==> src/rtl/ecp_host_pkg.sv <==
package ecp_host_pkg;

  typedef enum logic [2:0] {
    ST_F_IDLE    = 3'd0,
    ST_F_SETUP   = 3'd1,
    ST_F_STROBE  = 3'd2,
    ST_F_RELEASE = 3'd3,
    ST_F_TURN    = 3'd4,
    ST_R_IDLE    = 3'd5,
    ST_R_ACK     = 3'd6,
    ST_R_TURN    = 3'd7
  } link_st_e;

  // Forward states: the host owns the data bus.
  function automatic logic is_fwd_phase(link_st_e s);
    return (s == ST_F_IDLE) || (s == ST_F_SETUP) ||
           (s == ST_F_STROBE) || (s == ST_F_RELEASE);
  endfunction

  // States where every handshake output sits at its resting level.
  function automatic logic is_idle_phase(link_st_e s);
    return (s == ST_F_IDLE) || (s == ST_R_IDLE);
  endfunction

  // States that wait for the peripheral and are guarded by the timer.
  function automatic logic is_wait_phase(link_st_e s);
    return (s == ST_F_STROBE) || (s == ST_F_RELEASE) || (s == ST_R_ACK);
  endfunction

  function automatic logic strobe_level(link_st_e s);
    return s != ST_F_STROBE;
  endfunction

  function automatic logic hostack_level(link_st_e s);
    return s != ST_R_IDLE;
  endfunction

endpackage

==> src/rtl/ecp_sync2.sv <==
module ecp_sync2 #(
  parameter int          W       = 1,
  parameter logic [W-1:0] RST_VAL = '0
) (
  input  logic         clk,
  input  logic         rst_n,
  input  logic [W-1:0] d,
  output logic [W-1:0] q
);

  logic [W-1:0] stage1_q;
  logic [W-1:0] stage2_q;

  always_ff @(posedge clk) begin
    if (!rst_n) begin
      stage1_q <= RST_VAL;
      stage2_q <= RST_VAL;
    end else begin
      stage1_q <= d;
      stage2_q <= stage1_q;
    end
  end

  assign q = stage2_q;

endmodule

==> src/rtl/ecp_phase_cnt.sv <==
module ecp_phase_cnt #(
  parameter int W = 8
) (
  input  logic         clk,
  input  logic         rst_n,
  input  logic         active,
  input  logic         restart,
  input  logic [W-1:0] limit,
  output logic         reached
);

  localparam logic [W-1:0] CNT_MAX = {W{1'b1}};

  logic [W-1:0] cnt_q;

  function automatic logic [W-1:0] sat_inc(logic [W-1:0] v);
    return (v == CNT_MAX) ? v : v + 1'b1;
  endfunction

  always_ff @(posedge clk) begin
    if (!rst_n) begin
      cnt_q <= '0;
    end else if (!active || restart) begin
      cnt_q <= '0;
    end else begin
      cnt_q <= sat_inc(cnt_q);
    end
  end

  assign reached = active && (cnt_q >= limit);

endmodule

==> src/rtl/ecp_drive_mode.sv <==
module ecp_drive_mode (
  input  logic clk,
  input  logic rst_n,
  input  logic mode_req,
  input  logic may_switch,
  output logic drv_q,
  output logic hold
);

  logic settle_q;
  logic do_switch;

  assign do_switch = may_switch && !settle_q && (mode_req != drv_q);

  always_ff @(posedge clk) begin
    if (!rst_n) begin
      drv_q    <= 1'b0;
      settle_q <= 1'b0;
    end else begin
      settle_q <= do_switch;
      if (do_switch) begin
        drv_q <= mode_req;
      end
    end
  end

  assign hold = (mode_req != drv_q) || settle_q;

endmodule

==> src/rtl/ecp_host_link.sv <==
module ecp_host_link
  import ecp_host_pkg::*;
#(
  parameter int DATA_W  = 8,
  parameter int SETUP_W = 8,
  parameter int TMO_W   = 12
) (
  input  logic              clk,
  input  logic              rst_n,
  input  logic [DATA_W-1:0] tx_data,
  input  logic              tx_valid,
  output logic              tx_ready,
  output logic [DATA_W-1:0] rx_data,
  output logic              rx_valid,
  input  logic              dir_rev_req,
  input  logic              ecp_mode,
  input  logic [SETUP_W-1:0] setup_cycles,
  input  logic [TMO_W-1:0]  timeout_cycles,
  output logic [DATA_W-1:0] pd_out,
  input  logic [DATA_W-1:0] pd_in,
  output logic              pd_oe,
  output logic              nstrobe_o,
  input  logic              busy_i,
  input  logic              nack_i,
  output logic              nautofd_o,
  input  logic              nfault_i,
  output logic              drv_push_pull,
  output logic              rev_request,
  output logic              timeout_err
);

  localparam int         N_SYNC   = 3;
  localparam logic [N_SYNC-1:0] SYNC_RST = 3'b011; // busy low, nAck high, nFault high

  link_st_e state_q, state_d;

  logic busy_s, nack_s, nfault_s;
  logic mode_hold;
  logic setup_done;
  logic tmo_hit;
  logic in_wait;
  logic state_moves;
  logic accept_tx;
  logic capture_rx;
  logic tmo_fire;

  // Cable inputs: two flops each
  ecp_sync2 #(.W(N_SYNC), .RST_VAL(SYNC_RST)) u_sync (
    .clk   (clk),
    .rst_n (rst_n),
    .d     ({busy_i, nack_i, nfault_i}),
    .q     ({busy_s, nack_s, nfault_s})
  );

  assign in_wait     = is_wait_phase(state_q);
  assign state_moves = (state_d != state_q);

  ecp_phase_cnt #(.W(SETUP_W)) u_setup_cnt (
    .clk     (clk),
    .rst_n   (rst_n),
    .active  (state_q == ST_F_SETUP),
    .restart (state_moves),
    .limit   (setup_cycles),
    .reached (setup_done)
  );

  ecp_phase_cnt #(.W(TMO_W)) u_wait_tmr (
    .clk     (clk),
    .rst_n   (rst_n),
    .active  (in_wait),
    .restart (state_moves),
    .limit   (timeout_cycles),
    .reached (tmo_hit)
  );

  ecp_drive_mode u_drv_mode (
    .clk        (clk),
    .rst_n      (rst_n),
    .mode_req   (ecp_mode),
    .may_switch (is_idle_phase(state_q)),
    .drv_q      (drv_push_pull),
    .hold       (mode_hold)
  );

  assign tx_ready = (state_q == ST_F_IDLE) && !mode_hold && !dir_rev_req && !busy_s;

  always_comb begin
    state_d    = state_q;
    accept_tx  = 1'b0;
    capture_rx = 1'b0;
    tmo_fire   = 1'b0;
    unique case (state_q)
      ST_F_IDLE: begin
        if (!mode_hold) begin
          if (dir_rev_req) begin
            state_d = ST_F_TURN;
          end else if (tx_valid && !busy_s) begin
            state_d   = ST_F_SETUP;
            accept_tx = 1'b1;
          end
        end
      end
      ST_F_SETUP: begin
        if (setup_done) state_d = ST_F_STROBE;
      end
      ST_F_STROBE: begin
        if (busy_s) begin
          state_d = ST_F_RELEASE;
        end else if (tmo_hit) begin
          state_d  = ST_F_IDLE;
          tmo_fire = 1'b1;
        end
      end
      ST_F_RELEASE: begin
        if (!busy_s) begin
          state_d = ST_F_IDLE;
        end else if (tmo_hit) begin
          state_d  = ST_F_IDLE;
          tmo_fire = 1'b1;
        end
      end
      ST_F_TURN: begin
        state_d = ST_R_IDLE;
      end
      ST_R_IDLE: begin
        if (!mode_hold) begin
          if (!dir_rev_req) begin
            state_d = ST_R_TURN;
          end else if (!nack_s) begin
            state_d = ST_R_ACK;
          end
        end
      end
      ST_R_ACK: begin
        if (nack_s) begin
          state_d    = ST_R_IDLE;
          capture_rx = 1'b1;
        end else if (tmo_hit) begin
          state_d  = ST_R_IDLE;
          tmo_fire = 1'b1;
        end
      end
      ST_R_TURN: begin
        state_d = ST_F_IDLE;
      end
      default: state_d = ST_F_IDLE;
    endcase
  end

  always_ff @(posedge clk) begin
    if (!rst_n) begin
      state_q     <= ST_F_IDLE;
      nstrobe_o   <= 1'b1;
      nautofd_o   <= 1'b1;
      pd_oe       <= 1'b1;
      pd_out      <= '0;
      rx_data     <= '0;
      rx_valid    <= 1'b0;
      timeout_err <= 1'b0;
    end else begin
      state_q     <= state_d;
      nstrobe_o   <= strobe_level(state_d);
      nautofd_o   <= hostack_level(state_d);
      pd_oe       <= is_fwd_phase(state_d);
      rx_valid    <= capture_rx;
      timeout_err <= tmo_fire;
      if (accept_tx)  pd_out  <= tx_data;
      if (capture_rx) rx_data <= pd_in;
    end
  end

  assign rev_request = !nfault_s && is_fwd_phase(state_q);

endmodule

==> config.mk <==
export PLATFORM = sky130hd
export DESIGN_NAME = ecp_host_link
export DESIGN_NICKNAME = d
export VERILOG_FILES = /design/src/rtl/ecp_host_pkg.sv /design/src/rtl/ecp_sync2.sv /design/src/rtl/ecp_phase_cnt.sv /design/src/rtl/ecp_drive_mode.sv /design/src/rtl/ecp_host_link.sv
export SDC_FILE = /design/constraint.sdc
export NUM_CORES = 1
export LEC_CHECK = 0
export BUFFER_PORTS_ARGS = -buffer_cell sky130_fd_sc_hd__buf_2
export CAP_MARGIN = 10
export CORE_UTILIZATION = 36
export DETAILED_ROUTE_END_ITERATION = 7
export PLACE_DENSITY = 0.59
export SLEW_MARGIN = 20
export SYNTH_ARGS = -nofsm -noshare
export SYNTH_HDL_FRONTEND = slang
export SYNTH_SLANG_ARGS = --single-unit
==> constraint.sdc <==
create_clock -name clk -period 3.9 [get_ports clk]
set_input_delay 0.195 -clock clk [delete_from_list [all_inputs] [get_ports clk]]
set_output_delay 0.195 -clock clk [all_outputs]
set_load 0.01 [all_outputs]
## Word level (Yosys, flattened, before mapping)

Index checks and enable logic that the tools add are counted.

- Multiplexer cells: 24
- Reduce and logical (&&, ||, !) cells: 32
- $lt $le $gt $ge: 2
- Equality and inequality tests: 16
- Bitwise gates (word level): 1
- Add/sub/neg operators: 2

Operators with widths:

| kind | number |
|---|---|
| $mux W3 | 12 |
| $pmux W3 S8 | 1 |
| $add A12 B1 Y12 const B | 1 |
| $eq A12 B12 Y1 const B | 1 |
| $eq A3 B2 Y1 const B | 4 |
| $eq A3 B3 Y1 const B | 4 |
| $ge A12 B12 Y1 | 1 |
| $logic_or A1 B1 Y1 | 12 |
| $mux W1 | 10 |
| $logic_and A1 B1 Y1 | 9 |
| $add A8 B1 Y8 const B | 1 |
| $eq A8 B8 Y1 const B | 1 |
| $ge A8 B8 Y1 | 1 |
| $logic_not A1 Y1 | 7 |
| $eq A3 B1 Y1 const B | 2 |
| $logic_not A3 Y1 | 2 |
| $reduce_or A2 Y1 | 2 |
| $ne A3 B2 Y1 const B | 1 |
| $ne A3 B3 Y1 | 1 |
| $ne A3 B3 Y1 const B | 1 |
| $pmux W1 S3 | 1 |
| $ne A1 B1 Y1 | 1 |
| $not A1 Y1 | 1 |

- Word-level logic and storage cells: 91
- Flip-flop bits (word level): 52
- Output and inout bits: 24

## Longest topological paths before layout

- Word-level depth: 11
- Gate-level depth with buffers: 9
- Gate-level depth less buffers: 8

## By module

From an unflattened synthesis, not the netlist that was laid out.

- Cells, all modules: 318
- Area total of the unflattened synthesis: 2790.2 sq um

Modules (own cells, without submodules):

| module | seq. area each (sq um) | area each (sq um) | cells an instance | times used |
|---|---|---|---|---|
| ecp_host_link | 480.5 | 1087.3 | 122 | 1 |
| ecp_phase_cnt at u_wait_tmr | 240.2 | 890.9 | 106 | 1 |
| ecp_phase_cnt at u_setup_cnt | 160.2 | 569.3 | 69 | 1 |
| ecp_sync2 | 120.1 | 157.7 | 12 | 1 |
| ecp_drive_mode | 40.0 | 85.1 | 9 | 1 |

## Worst setup path after synthesis

Ideal clock, no wire load.

- Path kind: reg2reg
- Start: register u_setup_cnt.cnt_q[0]
- End: register u_wait_tmr.cnt_q[10]
- Path buffers: 1
- Data required time: 3770 ps
- Clock period less this slack: 2166 ps
- Slack: 1734 ps
- Cell stages (with the launch flop): 10
- Arrival time: 2036 ps
- Path through: dfxtp_1 -> inv_1 -> ha_1 -> nand2b_1 -> a2111o_1 -> a211oi_2 -> o32ai_4 -> a31oi_2 -> buf_4 -> nor3_1

- Longest elaborated chain between the ends: 7

RTL lines:

| element | RTL line | source |
|---|---|---|
| from (decl) | ecp_phase_cnt.sv:14 | `logic [W-1:0] cnt_q;` |
| from (signal assigned) | ecp_phase_cnt.sv:26 | `cnt_q <= sat_inc(cnt_q);` |
| $ge A8 B8 Y1 | ecp_phase_cnt.sv:30 | `assign reached = active && (cnt_q >= limit);` |
| $logic_and A1 B1 Y1 | ecp_phase_cnt.sv:30 |  |
| $mux W3 | ecp_host_link.sv:104 | `if (setup_done) state_d = ST_F_STROBE;` |
| $pmux W3 S8 | ecp_host_link.sv:92 | `unique case (state_q)` |
| $ne A3 B3 Y1 | ecp_host_link.sv:56 | `assign state_moves = (state_d != state_q);` |
| $logic_or A1 B1 Y1 | ecp_phase_cnt.sv:23 | `end else if (!active \|\| restart) begin` |
| $reduce_or A2 Y1 (no source line) | - |  |
| to (signal assigned) | ecp_phase_cnt.sv:26 |  |
| to (decl) | ecp_phase_cnt.sv:14 |  |

Every way passes these cells.
A chain may end at the register's enable or synchronous reset.

## Worst setup path after layout

- Start: register u_wait_tmr.cnt_q[0]
- End: register u_wait_tmr.cnt_q[10]

- Longest elaborated chain between the ends: 8
- Elaborated cells between the ends (all ways): 13
- Those cells by class: add/sub (1); order compare (1); eq/ne (2); mux (6); reduce/logical (3)

RTL lines:

| element | RTL line |
|---|---|
| $ge A12 B12 Y1 | ecp_phase_cnt.sv:30 |
| $logic_and A1 B1 Y1 | ecp_phase_cnt.sv:30 |
| $mux W3, on equally long branches | ecp_host_link.sv:138, ecp_host_link.sv:109, ecp_host_link.sv:117 |
| $mux W3, on equally long branches | ecp_host_link.sv:135, ecp_host_link.sv:107, ecp_host_link.sv:115 |
| $pmux W3 S8 | ecp_host_link.sv:92 |
| $ne A3 B3 Y1 | ecp_host_link.sv:56 |
| $logic_or A1 B1 Y1 | ecp_phase_cnt.sv:23 |
| $reduce_or A2 Y1 (no source line) | - |

Parallel ways exist; a longest one is shown, timed or not.

==> impl_metrics.xml <==
<?xml version="1.0" encoding="UTF-8"?>
<metrics>
  <group name="synth">
    <metric name="synth_fa_ha_area_share" unit="%">10.1</metric>
    <metric name="postSynthCellCount" unit="">319</metric>
    <metric name="synth.mux.area_fraction" unit="%">4.80</metric>
    <metric name="synthXorXnorAreaFrac" unit="%">3.52</metric>
    <metric name="post_synth_and_or_nand_nor_area_fraction" unit="%">25.0</metric>
    <metric name="number_of_nets_produced_by_synthesis" unit="">385</metric>
    <metric name="synthFlopType" unit="">sky130_fd_sc_hd__dfxtp_1</metric>
    <metric name="synth_top_family_by_area" unit="">simple AND/OR/NAND/NOR gates</metric>
    <metric name="synth_enable_flop_cells" unit="">0</metric>
    <metric name="synth_area_per_cell" unit="µm²">8.57</metric>
    <metric name="synthesis.yosys.warnings" unit="">0</metric>
    <metric name="netlist_area" unit="µm²">2740</metric>
    <metric name="flip_flop_and_latch_count_after_synthesis" unit="">52</metric>
    <metric name="ys_top_cells_by_area" unit="">sky130_fd_sc_hd__dfxtp_1 (38%), sky130_fd_sc_hd__ha_1 (10%), sky130_fd_sc_hd__mux2i_1 (4.4%), sky130_fd_sc_hd__nand2_1 (4.1%), sky130_fd_sc_hd__inv_1 (3.8%)</metric>
    <metric name="asyncSetResetFlopFracSynth" unit="%">0</metric>
    <metric name="synth_compound_gate_area_share" unit="%">12.9</metric>
    <metric name="synthDominantAreaCellType" unit="">sky130_fd_sc_hd__dfxtp_1</metric>
    <metric name="synth_sequential_area_ratio" unit="%">38.1</metric>
    <metric name="post_synth_num_cell_types" unit="">49</metric>
    <metric name="synth.top_cell.area_share" unit="%">38.1</metric>
  </group>
  <group name="floorplan">
    <metric name="die_area" unit="µm²">7950</metric>
    <metric name="die_h" unit="µm">89.2</metric>
    <metric name="boundaryPins" unit="">68</metric>
    <metric name="die_w" unit="µm">89.2</metric>
    <metric name="initial_core_util" unit="%">37.5</metric>
    <metric name="core" unit="µm²">7290</metric>
    <metric name="rows" unit="">31</metric>
  </group>
  <group name="drt">
    <metric name="routed-via-count" unit="">2324</metric>
    <metric name="post_drt_wl_per_cell" unit="µm">11.6</metric>
    <metric name="vias_per_cell" unit="">4.81</metric>
    <metric name="drt_first_pass_iters" unit="">4</metric>
    <metric name="antenna_left" unit="">0</metric>
    <metric name="drcViolationCount" unit="">0</metric>
    <metric name="drtIter0Drc" unit="">45</metric>
    <metric name="routed_wirelength" unit="µm">5620</metric>
  </group>
  <group name="layout">
    <metric name="layout-area-overhead-vs-synth" unit="%">19.6</metric>
    <metric name="layout.cells.non_filler" unit="">483</metric>
    <metric name="drive_gt1_share" unit="%">21.9</metric>
    <metric name="antenna_cells" unit="">0</metric>
    <metric name="nNetsFinal" unit="">449</metric>
  </group>
  <group name="grt">
    <metric name="grtUsageTotal" unit="%">15.5</metric>
    <metric name="antenna_found_initial" unit="">0</metric>
    <metric name="vias_in_the_first_global_route" unit="">2204</metric>
    <metric name="grt_max_degree" unit="">23</metric>
    <metric name="gr-total-overflow" unit="">0</metric>
    <metric name="global_route_wire_length_before_repair" unit="µm">9560</metric>
  </group>
  <group name="pwr">
    <metric name="ir_drop" unit="V">0.000192</metric>
    <metric name="power_per_cell_area" unit="nW/µm²">367</metric>
    <metric name="design_power_total" unit="mW">1.20</metric>
    <metric name="cellLeakagePower" unit="nW">1.46</metric>
  </group>
  <group name="sta">
    <metric name="setup_viol_count_final" unit="">0</metric>
    <metric name="drv_slew" unit="">0</metric>
    <metric name="clock-skew-final" unit="ns">0.0122</metric>
    <metric name="finalCriticalPeriod" unit="ns">2.52</metric>
    <metric name="fin_worst_hold_slack" unit="ns">0.0600</metric>
    <metric name="maxSlewHeadroom" unit="%">39.2</metric>
    <metric name="rsz0062_at_grt" unit="">false</metric>
    <metric name="worst-slew-pin-transition" unit="ns">0.908</metric>
    <metric name="max_clock_freq" unit="GHz">0.397</metric>
    <metric name="setup_tns" unit="ns">0</metric>
    <metric name="report.final.hold_viol_count" unit="">0</metric>
    <metric name="timing.final.crit_share" unit="%">64.6</metric>
  </group>
  <group name="worst_setup_path">
    <metric name="crit_path_cell_trace" unit="">inv_1 -&gt; ha_1 -&gt; and3_1 -&gt; o21ai_1 -&gt; a311o_1 -&gt; o2111a_1 -&gt; o211ai_1 -&gt; nor3_1</metric>
    <metric name="setup.worst_path.end_class" unit="">flip-flop</metric>
    <metric name="cell_type_of_the_slowest_stage_on_the_worst_timing_path" unit="">sky130_fd_sc_hd__o211ai_1</metric>
    <metric name="critical_path_peak_fanout" unit="">12</metric>
    <metric name="setup.worst_path.start_class" unit="">flip-flop</metric>
    <metric name="path_class" unit="">flip-flop to flip-flop</metric>
    <metric name="worst-endpoint-required" unit="ns">4.05</metric>
    <metric name="timing.critical_path.arrival" unit="ns">2.67</metric>
    <metric name="crit_path_max_incr_delay" unit="ns">0.74</metric>
    <metric name="setup.worst_path.start" unit="">u_wait_tmr.cnt_q[0]</metric>
    <metric name="crit-reg2reg-launch" unit="">u_wait_tmr.cnt_q[0]</metric>
  </group>
  <group name="hold_path">
    <metric name="hold_path.class" unit="">input pin to flip-flop</metric>
    <metric name="min-delay-start" unit="">nack_i</metric>
  </group>
  <group name="clock_tree">
    <metric name="post_cts_resized" unit="">0</metric>
    <metric name="clk_path_buf_depth" unit="">2</metric>
    <metric name="cts-buffers-inserted" unit="">5</metric>
    <metric name="clock_latency" unit="ns">0.31</metric>
    <metric name="ctsHtreeMaxLevel" unit="">2</metric>
    <metric name="clock_tree_from_tritoncts" unit="">done</metric>
    <metric name="holdBufCountCts" unit="">0</metric>
    <metric name="clk_pin_slew" unit="ns">0.09</metric>
    <metric name="post_cts.repair.setup_buffers" unit="">0</metric>
    <metric name="cts.sink_count" unit="">52</metric>
    <metric name="clock-root-buffer" unit="">sky130_fd_sc_hd__clkbuf_8</metric>
  </group>
  <group name="placement">
    <metric name="hpwl" unit="µm">4260</metric>
    <metric name="place.port_buffers" unit="">67</metric>
    <metric name="place.detailed.instances" unit="">475</metric>
    <metric name="finalWeightedCongestion" unit="">0.798</metric>
  </group>
  <group name="run">
    <metric name="max_cap_viol_count" unit="">0</metric>
  </group>
  <group name="outcome">
    <metric name="run_status" unit="">finished clean</metric>
  </group>
</metrics>
per-stage QoR:
step	setup slack [ns]	cell area [µm²]	utilization (%)
final	1.38	3270	44.9
after CTS	1.36	3270	44.9
after floorplan	1.73	2740	-
after detailed placement	1.39	3150	43.2
after global placement	1.41	3150	43.2
after global routing	1.15	3270	44.9
final timing paths:
| kind | end | slack [ns] | cells past startpoint |
|---|---|---|---|
| worst min-delay path | u_sync.stage1_q[1] | 0.06 | 2 |
| worst max register to register | u_wait_tmr.cnt_q[10] | 1.38 | 8 |
| worst max-delay path | u_wait_tmr.cnt_q[10] | 1.38 | 8 |
| worst min register to register | u_sync.q[0] | 0.41 | 1 |
kinds of logic after synthesis:
| logic type | count (synthesis) |
|---|---|
| compound gates | 48 |
| xor+xnor | 11 |
| fa+ha+maj | 22 |
| buf+inv | 39 |
| flops | 52 |
| mux | 13 |
| simple gates | 134 |
placed cells by master (no fill, tap or decap), drive strengths merged, types with 3 or more instances in the layout:
master,netlist,routed
and2,8,8
or3,3,3
nor3,17,17
dfxtp,52,52
mux2i,12,12
ha,22,22
clkbuf,7,6
nor2,28,28
a21oi,19,19
nand3,15,15
nand2,30,30
nand2b,6,6
xnor2,8,8
xor2,3,3
and3,7,7
nor2b,6,6
o21ai,8,8
inv,29,29
a31oi,4,4
nand4,8,8
buf,3,67
a211oi,3,3
cells in the mapped netlist, drive strengths merged, types with 2 or more instances:
cell / instances
mux2i: 12
nor3: 17
a21oi: 19
o21ai: 8
a211oi: 3
dfxtp: 52
nor2: 28
ha: 22
o211ai: 2
a31oi: 4
nand3: 15
and3: 7
nor2b: 6
inv: 29
buf: 3
nand2b: 6
nor4: 2
xor2: 3
xnor2: 8
nand4: 8
nand2: 30
clkbuf: 7
or3: 3
and2: 8
a311oi: 2
final cells by class:
cell class	count	area, µm²
tap	99	124
multi-input combinational	228	1540
sequential	52	1040
inverter	29	109
clock buffer	6	82.6
clock inverter	2	38.8
timing repair buffer	67	335
fill	762	4020
state kept, by name, indices dropped and copies added, names as in the netlist:
name,flops
nautofd_o,1
timeout_err,1
u_sync.stage1_q,3
state_q,3
u_wait_tmr.cnt_q,12
u_drv_mode.drv_q,1
pd_oe,1
nstrobe_o,1
rx_valid,1
u_sync.q,3
pd_out,8
rx_data,8
u_drv_mode.settle_q,1
u_setup_cnt.cnt_q,8
where the power goes:
group	total [mW]	internal, mW	switching [mW]
clock network	0.390	0.210	0.180
registers	0.583	0.556	0.0268
logic	0.227	0.0957	0.132
metal layers:
metal  vias to the layer above  wire, µm  part of all wire [%]  global-route usage (%)
li1                       1230         -                     -                       -
met1                      1031      2710                    48                    19.4
met2                        56      2500                    44                    25.6
met3                         7       319                   5.7                    4.06
met4                         0        84                   1.5                    5.63
met5                         -         0                     0                       0
critical path: cells and delay by family, from the launching register on:
kind,cells,cell delay [ns]
AOI/OAI and AO/OA,4,1.38
DFF,1,0.39
adders and majority gates,1,0.27
and+or+nand+nor,2,0.25
buffers and inverters,1,0.09
(Power assumes the default switching activity.)
